--- config.mk ---
export PLATFORM = sky130hd
export DESIGN_NAME = bla_offset_loop
export DESIGN_NICKNAME = d
export VERILOG_FILES = /design/src/rtl/bla_pkg.sv /design/src/rtl/bla_window_avg.sv /design/src/rtl/bla_loop_filter.sv /design/src/rtl/bla_offset_loop.sv
export SDC_FILE = /design/constraint.sdc
export NUM_CORES = 1
export LEC_CHECK = 0
export BUFFER_PORTS_ARGS = -buffer_cell sky130_fd_sc_hd__buf_2
export CORE_ASPECT_RATIO = 1.75
export CORE_UTILIZATION = 42
export CTS_CLUSTER_SIZE = 40
export DETAILED_ROUTE_END_ITERATION = 8
export PLACE_DENSITY = 0.6
export RECOVER_POWER = 25
export SYNTH_ARGS = -nofsm -noshare
export SYNTH_HDL_FRONTEND = slang
export SYNTH_SLANG_ARGS = --single-unit
--- constraint.sdc ---
create_clock -name clk -period 7.6 [get_ports clk]
set_input_delay 0.76 -clock clk [delete_from_list [all_inputs] [get_ports clk]]
set_output_delay 0.76 -clock clk [all_outputs]
set_load 0.03 [all_outputs]
--- src/rtl/bla_pkg.sv ---
package bla_pkg;
  localparam int WIN_LOG_MIN = 4;  // shortest window is 2^4 pixels
  localparam int WIN_CODE_W  = 2;
  localparam int TC_LOG_MIN  = 5;  // shortest time constant is 2^5 lines
  localparam int TC_CODE_W   = 3;
  localparam int TC_N        = 1 << TC_CODE_W;
  localparam int FRAC_W      = TC_LOG_MIN + TC_N - 1;  // exact at the slowest setting
endpackage

--- src/rtl/bla_window_avg.sv ---
module bla_window_avg
  import bla_pkg::*;
#(
  parameter int PIX_W = 8
) (
  input  logic                  clk,
  input  logic                  rst_n,
  input  logic [PIX_W-1:0]      pix_data,
  input  logic                  take,
  input  logic                  clamp,
  input  logic                  line_end,
  input  logic [WIN_CODE_W-1:0] win_code,
  output logic [PIX_W-1:0]      avg,
  output logic                  line_full
);
  localparam int WIN_LOG_MAX = WIN_LOG_MIN + (1 << WIN_CODE_W) - 1;
  localparam int CNT_W       = WIN_LOG_MAX + 1;
  localparam int SUM_W       = PIX_W + WIN_LOG_MAX;
  localparam int SH_W        = $clog2(WIN_LOG_MAX + 1);

  logic [SH_W-1:0]  shamt;
  logic [CNT_W-1:0] cnt, cnt_goal;
  logic [SUM_W-1:0] sum;
  logic             accept;

  assign shamt     = SH_W'(WIN_LOG_MIN) + SH_W'(win_code);
  assign cnt_goal  = CNT_W'(1) << shamt;
  assign line_full = (cnt == cnt_goal);
  assign accept    = take && (cnt < cnt_goal);
  assign avg       = PIX_W'(sum >> shamt);

  always_ff @(posedge clk) begin
    if (!rst_n || clamp || line_end) begin
      cnt <= '0;
      sum <= '0;
    end else if (accept) begin
      cnt <= cnt + CNT_W'(1);
      sum <= sum + SUM_W'(pix_data);
    end
  end

  AST_EXTRA_IGNORED: assert property (@(posedge clk) disable iff (!rst_n)
    (take && line_full && !clamp && !line_end) |=> $stable(sum));
  AST_CLAMP_CLEARS: assert property (@(posedge clk) disable iff (!rst_n)
    clamp |=> (cnt == '0 && sum == '0));
endmodule

--- src/rtl/bla_loop_filter.sv ---
module bla_loop_filter
  import bla_pkg::*;
#(
  parameter int PIX_W   = 8,
  parameter int STATE_W = 22
) (
  input  logic                      clk,
  input  logic                      rst_n,
  input  logic [PIX_W-1:0]          avg,
  input  logic [PIX_W-1:0]          target,
  input  logic                      line_end,
  input  logic                      line_full,
  input  logic                      loop_off,
  input  logic [TC_CODE_W-1:0]      tc_code,
  output logic signed [STATE_W-1:0] state
);
  localparam logic signed [STATE_W:0] HI = {2'b00, {(STATE_W-1){1'b1}}};
  localparam logic signed [STATE_W:0] LO = {2'b11, {(STATE_W-1){1'b0}}};

  logic signed [PIX_W:0]     err;
  logic signed [STATE_W-1:0] err_ext, delta;
  logic [TC_CODE_W-1:0]      up;
  logic signed [STATE_W:0]   wide;
  logic signed [STATE_W-1:0] next;
  logic                      update;

  assign err     = $signed({1'b0, target}) - $signed({1'b0, avg});
  assign err_ext = {{(STATE_W-PIX_W-1){err[PIX_W]}}, err};
  assign up      = TC_CODE_W'(TC_N - 1) - tc_code;
  assign delta   = err_ext <<< up;
  assign wide    = {state[STATE_W-1], state} + {delta[STATE_W-1], delta};
  assign update  = line_end && line_full && !loop_off;

  always_comb begin
    if (wide > HI)      next = HI[STATE_W-1:0];
    else if (wide < LO) next = LO[STATE_W-1:0];
    else                next = wide[STATE_W-1:0];
  end

  always_ff @(posedge clk) begin
    if (!rst_n)      state <= '0;
    else if (update) state <= next;
  end

  AST_OFF_FROZEN: assert property (@(posedge clk) disable iff (!rst_n)
    loop_off |=> $stable(state));
  AST_SHORT_DISCARD: assert property (@(posedge clk) disable iff (!rst_n)
    (line_end && !line_full) |=> $stable(state));
  AST_NO_WRAP_UP: assert property (@(posedge clk) disable iff (!rst_n)
    (update && !state[STATE_W-1] && !delta[STATE_W-1]) |=> !state[STATE_W-1]);
  AST_NO_WRAP_DN: assert property (@(posedge clk) disable iff (!rst_n)
    (update && state[STATE_W-1] && delta[STATE_W-1]) |=> state[STATE_W-1]);
endmodule

--- src/rtl/bla_offset_loop.sv ---
module bla_offset_loop
  import bla_pkg::*;
#(
  parameter int PIX_W = 8,
  parameter int OFF_W = 10
) (
  input  logic                  clk,
  input  logic                  rst_n,
  input  logic [PIX_W-1:0]      pix_data,
  input  logic                  pix_valid,
  output logic                  pix_ready,
  input  logic                  win_en,
  input  logic                  line_end,
  input  logic                  clamp_pulse,
  input  logic                  loop_off,
  input  logic [WIN_CODE_W-1:0] win_code,
  input  logic [TC_CODE_W-1:0]  tc_code,
  input  logic [PIX_W-1:0]      black_target,
  output logic [OFF_W-1:0]      offset_out
);
  localparam int STATE_W = OFF_W + FRAC_W;

  logic [PIX_W-1:0]          avg;
  logic                      line_full, take;
  logic signed [STATE_W-1:0] state;

  assign take = pix_valid && pix_ready && win_en;

  bla_window_avg #(.PIX_W(PIX_W)) u_win (
    .clk(clk), .rst_n(rst_n), .pix_data(pix_data), .take(take),
    .clamp(clamp_pulse), .line_end(line_end), .win_code(win_code),
    .avg(avg), .line_full(line_full)
  );

  bla_loop_filter #(.PIX_W(PIX_W), .STATE_W(STATE_W)) u_filt (
    .clk(clk), .rst_n(rst_n), .avg(avg), .target(black_target),
    .line_end(line_end), .line_full(line_full), .loop_off(loop_off),
    .tc_code(tc_code), .state(state)
  );

  always_ff @(posedge clk) begin
    if (!rst_n) begin
      pix_ready  <= 1'b0;
      offset_out <= '0;
    end else begin
      pix_ready <= 1'b1;
      if (clamp_pulse) offset_out <= state[STATE_W-1 -: OFF_W];
    end
  end

  AST_OUT_GATED: assert property (@(posedge clk) disable iff (!rst_n)
    !clamp_pulse |=> $stable(offset_out));
endmodule

## Yosys cells after proc, flatten, opt, wreduce, memory -nomap -nowiden

Cells that the tools add are included.

- Register bits after elaboration: 56
- Latch bits: 0
- Bits in writable memories: 0
- Memory bits (read-only): 0
- Input port bits: 28
- Memories: 0

- Add/subtract/negate cells: 6
- Multiply operators: 0
- Divide/modulo/power cells: 0
- Magnitude comparators: 3
- Equality and inequality tests: 1
- Shift operators: 3
- Multiplexer cells: 3
- Bitwise gates (word level): 0
- Reduce and logical (&&, ||, !) cells: 9

Operators with widths:

| operator | number |
|---|---|
| $mux 22 | 2 |
| $add 22x22->23 | 1 |
| $gt 23x22->1 const B | 1 |
| $lt 23x22->1 const B | 1 |
| $sshl 9x3->22 | 1 |
| $add 15x8->15 | 1 |
| $shr 15x3->8 | 1 |
| $sub 8x8->9 | 1 |
| $add 8x1->8 const B | 1 |
| $eq 8x8->1 | 1 |
| $lt 8x8->1 | 1 |
| $shl 1x3->8 const A | 1 |
| $logic_and 1x1->1 | 5 |
| $add 3x2->3 const A | 1 |
| $sub 3x3->3 const A | 1 |
| $logic_not 1->1 | 2 |
| $logic_or 1x1->1 | 2 |
| $mux 1 | 1 |

## Longest topological paths before layout

Gate-level depths: netlist (run 1).

- Depth after elaboration: 8
- Gate-level depth with buffers: 23
- Gate-level depth less buffers: 21

## Modules after synthesis

A second synthesis (run 1) with hierarchy kept.

- Cell total of the unflattened synthesis: 563
- Area, all modules: 5,007.3 um^2

Modules (own cells, without submodules):

| module | times used | cells an instance | area each (um^2) | seq. area each (um^2) |
|---|---|---|---|---|
| bla_loop_filter | 1 | 359 | 2,976.6 | 440.4 |
| bla_window_avg | 1 | 171 | 1,630.3 | 460.4 |
| bla_offset_loop | 1 | 33 | 400.4 | 220.2 |

## Worst setup path before layout (run 1)

No wires, ideal clock.

- Path type: input-to-reg
- Start point: in win_code[1]
- End point: reg u_filt.state[16]
- Library setup time: 120 ps
- Arrival time: 5,669 ps
- Path slack: 1,811 ps
- Cell stages on the path: 21
- Path buffers: 2
- Cells stage by stage: buf_1 -> mux2i_1 -> o21ai_0 -> ha_1 -> fa_1 -> o21ai_0 -> a31oi_1 -> o21bai_1 -> a21oi_1 -> a221oi_1 -> nand3_1 -> mux4_2 -> ha_1 -> and3_4 -> a31oi_1 -> a21oi_2 -> or3_4 -> a21oi_4 -> buf_6 -> a211oi_1 -> o31a_1

- Longest elaborated chain between the ends: 8

Ends and longest elaborated chain:

| what | RTL line | source |
|---|---|---|
| start: declaration | bla_offset_loop.sv:16 | `input logic [WIN_CODE_W-1:0] win_code,` |
| $add 3x2->3 (*) | bla_window_avg.sv:26 | `assign shamt = SH_W'(WIN_LOG_MIN) + SH_W'(win_code);` |
| $shr 15x3->8 | bla_window_avg.sv:30 | `assign avg = PIX_W'(sum >> shamt);` |
| $sub 8x8->9 | bla_loop_filter.sv:27 | `assign err = $signed({1'b0, target}) - $signed({1'b0, avg});` |
| $sshl 9x3->22 | bla_loop_filter.sv:30 | `assign delta = err_ext <<< up;` |
| $add 22x22->23 | bla_loop_filter.sv:31 | `assign wide = {state[STATE_W-1], state} + {delta[STATE_W-1], delta};` |
| $lt 23x22->1 | bla_loop_filter.sv:36 | `else if (wide < LO) next = LO[STATE_W-1:0];` |
| $mux 22 | bla_loop_filter.sv:36 |  |
| $mux 22 | bla_loop_filter.sv:35 | `if (wide > HI) next = HI[STATE_W-1:0];` |
| end signal: assignment | bla_loop_filter.sv:42 | `else if (update) state <= next;` |
| end: declaration | bla_loop_filter.sv:15 | `output logic signed [STATE_W-1:0] state` |

Mark *: on every way between the ends. The rest lies on a longest branch, timed or not.
A chain may end at the register's enable or synchronous reset.

## Worst setup path in the final report (run 1)

- Start point: in win_code[1]
- End point: reg u_filt.state[14]

The elaborated chain is that of the path after synthesis.

==> impl_metrics.yaml, run 1 <==
final_layout:
  fin_area_sq_um: 5520
  area_growth_pct: 7.74
  final_core_util_pct: 46.3
  drive_above_1_share_pct: 11.2
  final_nets: 746
  antenna_cells: 0
  stdcell_count: 804
clock_tree:
  clkLatencyLatePin_ps: 300
  ctsResizeCount: 0
  cts_buffers: 5
  clockBufferDepth: 2
  path_clk_slew_ps: 90
  hold_buffers: 0
  cts_tree: "yes"
  cts-root-buf: "clkbuf_16"
  htree_num_levels: 2
  post_cts_buffers: 0
  clkSinkCount: 56
worst_setup_path:
  crit_path_start: "win_code[1]"
  setup.worst_path.end_class: "register"
  worstReg2RegStart: "u_win.sum[5]"
  critical_path_class: "in2reg"
  cp_data_required_time_ps: 7840
  arrival_ps: 6730
  crit_fanout: 15
  cp_slowest_cell: "mux4_2"
  path_cells: "buf_2, mux2_2, nand2_1, o21ai_0, ha_1, fa_1, o21ai_0, a31oi_1, o21bai_1, a21oi_1, a221oi_1, nand3_1, mux4_2, ha_1, and3_4, and4_1, o211ai_2, and3_4, a221oi_4, buf_4, nor2_1, or3_1, a21oi_1"
  max_stage_delay_ps: 510
  start_kind: "input pin"
floorplan:
  initial_core_util_pct: 43.0
  dieWidth_um: 85.5
  pin_count: 39
  rows: 53
  die_h_um: 148
  die_area_sq_um: 12700
  core_sq_um: 11900
synthesis:
  synth-edff-count: 0
  async_flop_share_pct: 0
  synth-compound-area-share_pct: 24.3
  syn_inst: 645
  synth_warnings: 0
  synth_seq_area_share_pct: 21.9
  syn_avg_cell_area_sq_um: 7.95
  yosysTopAreaCell: "dfxtp_1"
  synth_top_family_by_area: "compound AO/OA/AOI/OAI gates"
  synth_mux_area_share_pct: 8.91
  yosys-top-cells-count: "nor2_1, a21oi_1, dfxtp_1"
  syn-cell-area_sq_um: 5130
  ys.flop_type: "dfxtp_1"
  yosysMostFrequentCell: "nor2_1"
  synth-xor-area-share_pct: 5.64
  synthSimpleGateAreaFrac_pct: 20.9
  yosys-top-cells-area: "dfxtp_1, ha_1, mux2i_1"
  synth_nets: 725
  synthAdderAreaFrac_pct: 13.1
  ys_seq_elements: 56
  ys_types: 69
  synth_top_area_share_pct: 21.9
global_route:
  grt_pass1_vias: 4758
  grt_antenna_before_repair: 0
  grtUsageTotal_pct: 22.0
  grt_max_degree: 31
  grt_overflow: 0
  grt_first_pass_wirelength_mm: 22.2
placed_design:
  port_buffers: 38
  place_area_sq_um: 5380
  dp_hpwl_mm: 10.7
  placed_cells: 796
  gp_congestion: 0.851
route:
  drt-wirelength-per-cell_um: 16.8
  wl_mm: 13.5
  vias_per_cell: 5.80
  drtAntennaViolNets: 0
  via_count: 4665
  drt_iter0_markers: 176
  drc: 0
  drt_first_pass_iters: 5
pwr:
  clkPwrFrac_pct: 30.8
  ir_worst_vdd_uv: 112
  internal_power_w: 0.000525
  p_sw_share_pct: 35.3
  p_leak_nw: 2.34
  p_per_area_nw_per_um2: 147
  power_frac_seq_pct: 37.9
  switching_power_w: 0.000286
  comb_power_share_pct: 31.4
job:
  cap_violations: 0
sta:
  tns_ps: 0
  worstMarginPinSlew_ps: 1260
  finalMaxSlewViolations: 0
  period_needed_ps: 6500
  setup_viol: 0
  clock_skew_ps: 10.1
  max_freq_mhz: 154
  post-route-period-util_pct: 85.5
  final_hold_viol_count: 0
  rsz0062_at_grt: "no"
  maxSlewHeadroom_pct: 15.2
min_path:
  hold_path_startpoint: "u_win.sum[14]"
  hp-class: "reg2reg"
outcome:
  status: "completed"
## cell usage in the layout (no fill, tap or decap), types with 8 or more instances in the layout
cell type,netlist,layout
nor2_1,81,81
a21oi_1,56,56
dfxtp_1,56,56
ha_1,49,49
o21ai_0,40,40
nand2_1,37,37
inv_1,35,35
buf_2,2,32
mux2i_1,31,31
xnor2_1,19,19
nor3_1,17,17
xor2_1,14,14
nand3_1,13,13
a21o_1,12,12
nand2b_1,11,11
or3_1,10,10
a31oi_1,10,10
a211oi_1,9,8
nor2b_1,8,8
## per-stage QoR
stage	setup slack [ps]	hold WS (ps)	total power [W]
after floorplan	1810	439	0.000512
after global placement	1020	466	0.000561
after detailed placement	836	469	0.000565
after CTS	1140	480	0.000812
after global routing	720	496	0.000853
final	1100	488	0.000811
## critical path: cells and delay by family
| family | cells | cell delay [ps] |
|---|---|---|
| AO/OA/AOI/OAI | 9 | 2250 |
| AND/OR/NAND/NOR | 7 | 1260 |
| multiplexers | 2 | 890 |
| adder cells (fa/ha/maj) | 3 | 1010 |
| buffers and inverters | 2 | 560 |
## per-layer routing
layer / global-route usage [%] / part of all wire (%) / up-vias
li1: - / - / 2374
met1: 20.9 / 37 / 2161
met2: 44.0 / 56 / 90
met3: 2.05 / 1.9 / 40
met4: 12.9 / 5.2 / 0
met5: 0 / 0 / -
## power groups by stage
stage	logic, W	clock network (W)	registers [W]
3_3_place_gp	0.000247	0	0.000314
2_1_floorplan	0.000198	0	0.000314
5_1_grt	0.000281	0.000264	0.000308
6_report	0.000254	0.000250	0.000307
4_1_cts	0.000253	0.000252	0.000307
3_5_place_dp	0.000251	0	0.000314
## cells by family after synthesis
logic type	after synthesis
AO/OA/AOI/OAI	183
XOR/XNOR	33
adder cells (fa/ha/maj)	52
buffers and inverters	63
flip-flops	56
multiplexers	41
AND/OR/NAND/NOR	217
## area by class of cell
| type | count | area [sq um] |
|---|---|---|
| fill | 1217 | 6410 |
| inverter | 36 | 135 |
| multi-input combinational | 526 | 3740 |
| clock buffer | 5 | 125 |
| timing repair buffer | 41 | 205 |
| sequential | 56 | 1120 |
| tap | 137 | 171 |
| clock inverter | 3 | 27.5 |
## worst paths after layout
kind / endpoint / slack [ps] / depth (start not counted)
max reg2reg: u_filt.state[14] / 1580 / 22
min reg2reg: u_win.sum[14] / 490 / 2
max: u_filt.state[14] / 1100 / 23
min: u_win.sum[14] / 490 / 2
## registers in the layout (all words and copies together), names as in the netlist
signal / flops
offset_out: 10
pix_ready: 1
u_filt.state: 22
u_win.cnt: 8
u_win.sum: 15
(Power assumes the default switching activity.)
==> run 2, diff against run 1 <==
--- a/config.mk
+++ b/config.mk
@@ -7,9 +7,11 @@
 export LEC_CHECK = 0
 export BUFFER_PORTS_ARGS = -buffer_cell sky130_fd_sc_hd__buf_2
 export CORE_ASPECT_RATIO = 1.75
+export CORE_MARGIN = 1.5
 export CORE_UTILIZATION = 42
 export CTS_CLUSTER_SIZE = 40
 export DETAILED_ROUTE_END_ITERATION = 8
+export HOLD_SLACK_MARGIN = 0.15
 export PLACE_DENSITY = 0.6
 export RECOVER_POWER = 25
 export SYNTH_ARGS = -nofsm -noshare
==> run 2 against run 1 <==
Effect of this change: sequential cell count stayed put; combinational power about the same; final area grew 0.14%; clock-buffer cell count unchanged; critical path type unchanged; highest routed layer unchanged; hold slack got worse by 9.9 ps; clock power hardly changed; maximum frequency fell by 0.31%; largest power group unchanged; cell count rose by 0.12%; clock skew shrank 0.97 ps.
==> impl_metrics.yaml, run 2 (synthesized netlist as in run 1, its figures left out) <==
floorplan:
  pin_count: 39
  die_area_sq_um: 12900
  core_sq_um: 11900
  rows: 53
  dieWidth_um: 86.5
  die_h_um: 149
  initial_core_util_pct: 43.0
worst_setup_path:
  worstReg2RegStart: "u_win.sum[5]"
  crit_fanout: 15
  path_buf_inv: 2
  path_delay_family: "compound AO/OA/AOI/OAI gates"
  setup.worst_path.end_class: "register"
  timing.rr.end: "u_filt.state[13]"
  cp_data_required_time_ps: 7840
  start_kind: "input pin"
  path_depth: 23
  rrSetupSlack_ps: 1540
  path_cells: "buf_2, mux2_2, nand2_1, o21ai_0, ha_1, fa_1, o21ai_0, a31oi_1, o21bai_1, a21oi_1, a221oi_1, nand3_1, mux4_2, ha_1, and3_4, and4_1, o211ai_2, and3_4, a221oi_4, buf_4, nor2_1, or3_1, a21oi_1"
  worstRegToRegCells: 22
  cp_slowest_cell: "mux4_2"
  critical_path_class: "in2reg"
  arrival_ps: 6750
  max_stage_delay_ps: 510
clock_tree:
  cts_tree: "yes"
  post_cts_buffers: 0
  htree_num_levels: 2
  ctsResizeCount: 0
  clkLatencyLatePin_ps: 310
  cts_buffers: 5
  cts-root-buf: "clkbuf_16"
  path_clk_slew_ps: 80
  hold_buffers: 0
  clkSinkCount: 56
  clockBufferDepth: 2
pwr:
  p_per_area_nw_per_um2: 147
  ir_worst_vdd_uv: 83.9
  p_leak_nw: 2.35
sta:
  rsz0062_at_grt: "no"
  worstMarginPinSlew_ps: 1210
  clock_skew_ps: 9.14
  tns_ps: 0
  final_hold_viol_count: 0
  finalMaxSlewViolations: 0
  setup_viol: 0
  period_needed_ps: 6520
  maxSlewHeadroom_pct: 19.0
  post-route-period-util_pct: 85.7
  max_freq_mhz: 153
  setup_ws_ps: 1080
placed_design:
  gp_congestion: 0.868
  place_ws_ps: 804
  port_buffers: 38
  dp_hpwl_mm: 10.9
min_path:
  hp-class: "reg2reg"
  min_to: "u_win.sum[14]"
  hold_path_startpoint: "u_win.sum[14]"
  hold_path_depth: 2
final_layout:
  final_cell_mix: "nor2_1, a21oi_1, dfxtp_1"
  mostFrequentLayoutCell: "nor2_1"
  fillers: 1223
  regMostFlops: "u_filt.state"
  area_growth_pct: 7.88
  drive_above_1_share_pct: 11.4
  top_regs: "u_filt.state x22, u_win.sum x15, offset_out x10"
  final_nets: 747
  largest_register_ffs: 22
  antenna_cells: 0
route:
  drt_first_pass_iters: 4
  drt_iter0_markers: 259
  drc: 0
  via_count: 4717
  vias_per_cell: 5.86
  drt-wirelength-per-cell_um: 17.0
  wl_mm: 13.7
  drtAntennaViolNets: 0
job:
  cap_violations: 0
global_route:
  grtUsageTotal_pct: 21.9
  grt_antenna_before_repair: 0
  grt_first_pass_wirelength_mm: 22.5
  grt_overflow: 0
  grt_max_degree: 31
  grt_pass1_vias: 4837
outcome:
  status: "completed"
run 2: changes by cell type in the layout (fill, tap and decap cells not counted), sizes merged:
cell | before | now
buf | 35 | 36
run 2: layout make-up:
| cell class | instances | area (sq um) | share of cell area (%) |
|---|---|---|---|
| clock inverters | 3 | 27.5 | 0.498 |
| repair buffers | 42 | 213 | 3.85 |
| clock buffers | 5 | 125 | 2.26 |
| well taps | 137 | 171 | 3.10 |
| multi-input cells | 526 | 3740 | 67.6 |
| flip-flops and latches | 56 | 1120 | 20.3 |
| inverters | 36 | 135 | 2.44 |
run 2: worst max-delay path by stage:
| stage | start | end |
|---|---|---|
| 3_5_place_dp | win_code[1] | u_filt.state[5] |
| 4_1_cts | win_code[1] | u_filt.state[13] |
| 2_1_floorplan | win_code[1] | u_filt.state[16] |
| 5_1_grt | win_code[1] | u_filt.state[2] |
| 6_report | win_code[1] | u_filt.state[13] |
| 3_3_place_gp | win_code[1] | u_filt.state[13] |
run 2: power by group:
group / internal (W) / leakage, nW / switching (W)
logic: 0.0000989 / 1.82 / 0.000155
registers: 0.000300 / 0.453 / 0.00000687
clock network: 0.000126 / 0.0719 / 0.000125
total: 0.000525 / 2.35 / 0.000287
run 2: per-layer routing:
metal  wire, um  GRT usage, %  up-vias
li1           -             -     2364
met1       4930          20.4     2212
met2       7660          43.5       93
met3        278          2.05       48
met4        831          14.0        0
met5          0             0        -
run 2: per-stage QoR:
| step | instances | hold WS, ps | utilization (%) | total power, W | instance area (sq um) |
|---|---|---|---|---|---|
| finish | 805 | 478 | 46.3 | 0.000812 | 5530 |
| global route | 805 | 523 | 46.3 | 0.000857 | 5530 |
| CTS | 805 | 478 | 46.4 | 0.000818 | 5540 |
| detailed placement | 797 | 467 | 45.1 | 0.000566 | 5390 |
| global placement | 797 | 459 | 45.1 | 0.000561 | 5390 |
| floorplan | 645 | 439 | - | 0.000512 | 5130 |
run 2: tightest hold or removal path, stage by stage (launching register included):
cell	delay [ps]
dfxtp_1	330
nand2_1	50
mux2i_1	50
==> run 3, diff against run 2 <==
--- a/config.mk
+++ b/config.mk
@@ -5,6 +5,7 @@
 export SDC_FILE = /design/constraint.sdc
 export NUM_CORES = 1
 export LEC_CHECK = 0
+export ABC_CLOCK_PERIOD_IN_PS = 7600
 export BUFFER_PORTS_ARGS = -buffer_cell sky130_fd_sc_hd__buf_2
 export CORE_ASPECT_RATIO = 1.75
 export CORE_MARGIN = 1.5
@@ -14,6 +15,7 @@
 export HOLD_SLACK_MARGIN = 0.15
 export PLACE_DENSITY = 0.6
 export RECOVER_POWER = 25
+export REMOVE_ABC_BUFFERS = 1
 export SYNTH_ARGS = -nofsm -noshare
 export SYNTH_HDL_FRONTEND = slang
 export SYNTH_SLANG_ARGS = --single-unit
==> run 3 against run 2 <==
Effect of this change: final area is 0.16% lower; register-to-register slack better by 140 ps; via count is 1.3% higher; sequential share of layout area hardly changed; critical path depth is 1 lower; routed wire length is 1.2% higher; first-iteration DRC count is 7.7% lower; maximum frequency is 2.1% higher; core utilization is 0.073 points lower; clock-buffer cell count stayed put; power is 0.16% lower; critical path type unchanged; critical endpoint is now u_filt.state[16]; largest cell class unchanged; highest routed layer unchanged.
==> impl_metrics.yaml, run 3 (synthesized netlist as in run 1, its figures left out) <==
worst_setup_path:
  cp_data_required_time_ps: 7800
  path_cells: "buf_2, mux2_2, nand2_1, o21ai_0, ha_1, fa_1, o21ai_0, a31oi_1, o21bai_1, a21oi_1, a221oi_1, nand3_1, mux4_2, ha_1, a21oi_1, o21ai_0, a31oi_1, a21oi_2, or3_4, a21oi_4, a211oi_1, o31a_1"
  crit_fanout: 19
  worstReg2RegStart: "u_win.sum[7]"
  path_buf_inv: 1
  setup.worst_path.end: "u_filt.state[16]"
  timing.rr.end: "u_filt.state[16]"
  max_stage_delay_ps: 510
  start_kind: "input pin"
  cp_slowest_cell: "mux4_2"
  path_depth: 22
  cp_common_cell: "o21ai_0"
  crit_path_start: "win_code[1]"
  path_delay_family: "compound AO/OA/AOI/OAI gates"
  arrival_ps: 6580
  worstRegToRegCells: 21
  setup.worst_path.end_class: "register"
  rrSetupSlack_ps: 1680
  critical_path_class: "in2reg"
final_layout:
  final_cell_mix: "nor2_1, a21oi_1, dfxtp_1"
  area_growth_pct: 7.71
  drive_above_1_share_pct: 11.2
  mostFrequentLayoutCell: "nor2_1"
  antenna_cells: 0
  top_regs: "u_filt.state x22, u_win.sum x15, offset_out x10"
  multiInputGateArea_sq_um: 3740
  fillers: 1179
  regMostFlops: "u_filt.state"
  final_nets: 746
  seq_area_sq_um: 1120
  largest_register_ffs: 22
floorplan:
  pin_count: 39
  die_h_um: 149
  core_sq_um: 11900
  rows: 53
  dieWidth_um: 86.5
  initial_core_util_pct: 43.0
  die_area_sq_um: 12900
clock_tree:
  cts_buffers: 5
  clockBufferDepth: 2
  ctsResizeCount: 0
  cts_tree: "yes"
  path_clk_slew_ps: 80
  htree_num_levels: 2
  cts-root-buf: "clkbuf_16"
  clkLatencyLatePin_ps: 300
  hold_buffers: 0
  post_cts_buffers: 0
  clkSinkCount: 56
sta:
  clock_skew_ps: 3.55
  worstMarginPinSlew_ps: 1080
  post-route-period-util_pct: 84.0
  maxSlewHeadroom_pct: 27.3
  period_needed_ps: 6380
  finalMaxSlewViolations: 0
  setup_viol: 0
  final_hold_viol_count: 0
  max_freq_mhz: 157
  tns_ps: 0
  rsz0062_at_grt: "no"
route:
  drt_first_pass_iters: 4
  wl_mm: 13.9
  drt_iter0_markers: 239
  vias_per_cell: 5.94
  drc: 0
  drt-wirelength-per-cell_um: 17.3
  drtAntennaViolNets: 0
  via_count: 4777
pwr:
  ir_worst_vdd_uv: 131
  p_per_area_nw_per_um2: 147
  p_total_w: 0.000811
  p_leak_nw: 2.34
outcome:
  status: "completed"
global_route:
  grt_overflow: 0
  grt_first_pass_wirelength_mm: 22.4
  grtUsageTotal_pct: 22.3
  grt_pass1_vias: 4754
  grt_max_degree: 31
  grt_antenna_before_repair: 0
placed_design:
  gp_congestion: 0.870
  dp_hpwl_mm: 11.0
  port_buffers: 38
job:
  cap_violations: 0
min_path:
  hp-class: "reg2reg"
[run 3: layout make-up]
cell class | count | area share [%]
clock buffer | 5 | 2.27
sequential | 56 | 20.3
timing repair buffer | 41 | 3.72
tap | 137 | 3.10
multi-input combinational | 526 | 67.7
inverter | 36 | 2.45
clock inverter | 3 | 0.476
[run 3: worst min-delay path by stage]
stage,from,end,cells past startpoint
after floorplan,u_win.sum[14],u_win.sum[14],2
after global placement,offset_out[4],offset_out[4],2
after detailed placement,offset_out[5],offset_out[5],2
after CTS,u_win.sum[14],u_win.sum[14],2
after global routing,u_win.sum[14],u_win.sum[14],2
final,offset_out[2],offset_out[2],2
[run 3: worst register-to-register path: stages, from the launching register on]
cell and delay [ps]:
dfxtp_1 360, mux2_2 280, nand2_1 70, o21ai_0 120, ha_1 230, fa_1 390
o21ai_0 290, a31oi_1 180, o21bai_1 150, a21oi_1 320, a221oi_1 410, nand3_1 210
mux4_2 510, ha_1 360, a21oi_1 160, o21ai_0 90, a31oi_1 230, a21oi_2 120
or3_4 440, a21oi_4 500, a211oi_1 100, o31a_1 290
[run 3: metrics by stage]
stage | util (%) | setup WS [ps] | cells | area [sq um] | hold WS [ps]
2_1_floorplan | - | 1790 | 618 | 4990 | 439
3_3_place_gp | 45.1 | 1130 | 796 | 5380 | 474
3_5_place_dp | 45.1 | 980 | 796 | 5380 | 482
4_1_cts | 46.3 | 1280 | 804 | 5530 | 500
5_1_grt | 46.3 | 869 | 804 | 5520 | 523
6_report | 46.3 | 1220 | 804 | 5520 | 496
[run 3: metal layers]
metal | routed length (um) | GRT usage (%) | up-vias
met4 | 871 | 14.4 | 0
met1 | 4920 | 21.1 | 2242
met3 | 349 | 2.66 | 49
met5 | 0 | 0 | -
met2 | 7730 | 43.3 | 101
li1 | - | - | 2385
[run 3: power breakdown]
| part | switching (W) | internal, W |
|---|---|---|
| Sequential | 0.00000692 | 0.000300 |
| Clock | 0.000124 | 0.000125 |
| Combinational | 0.000157 | 0.0000985 |
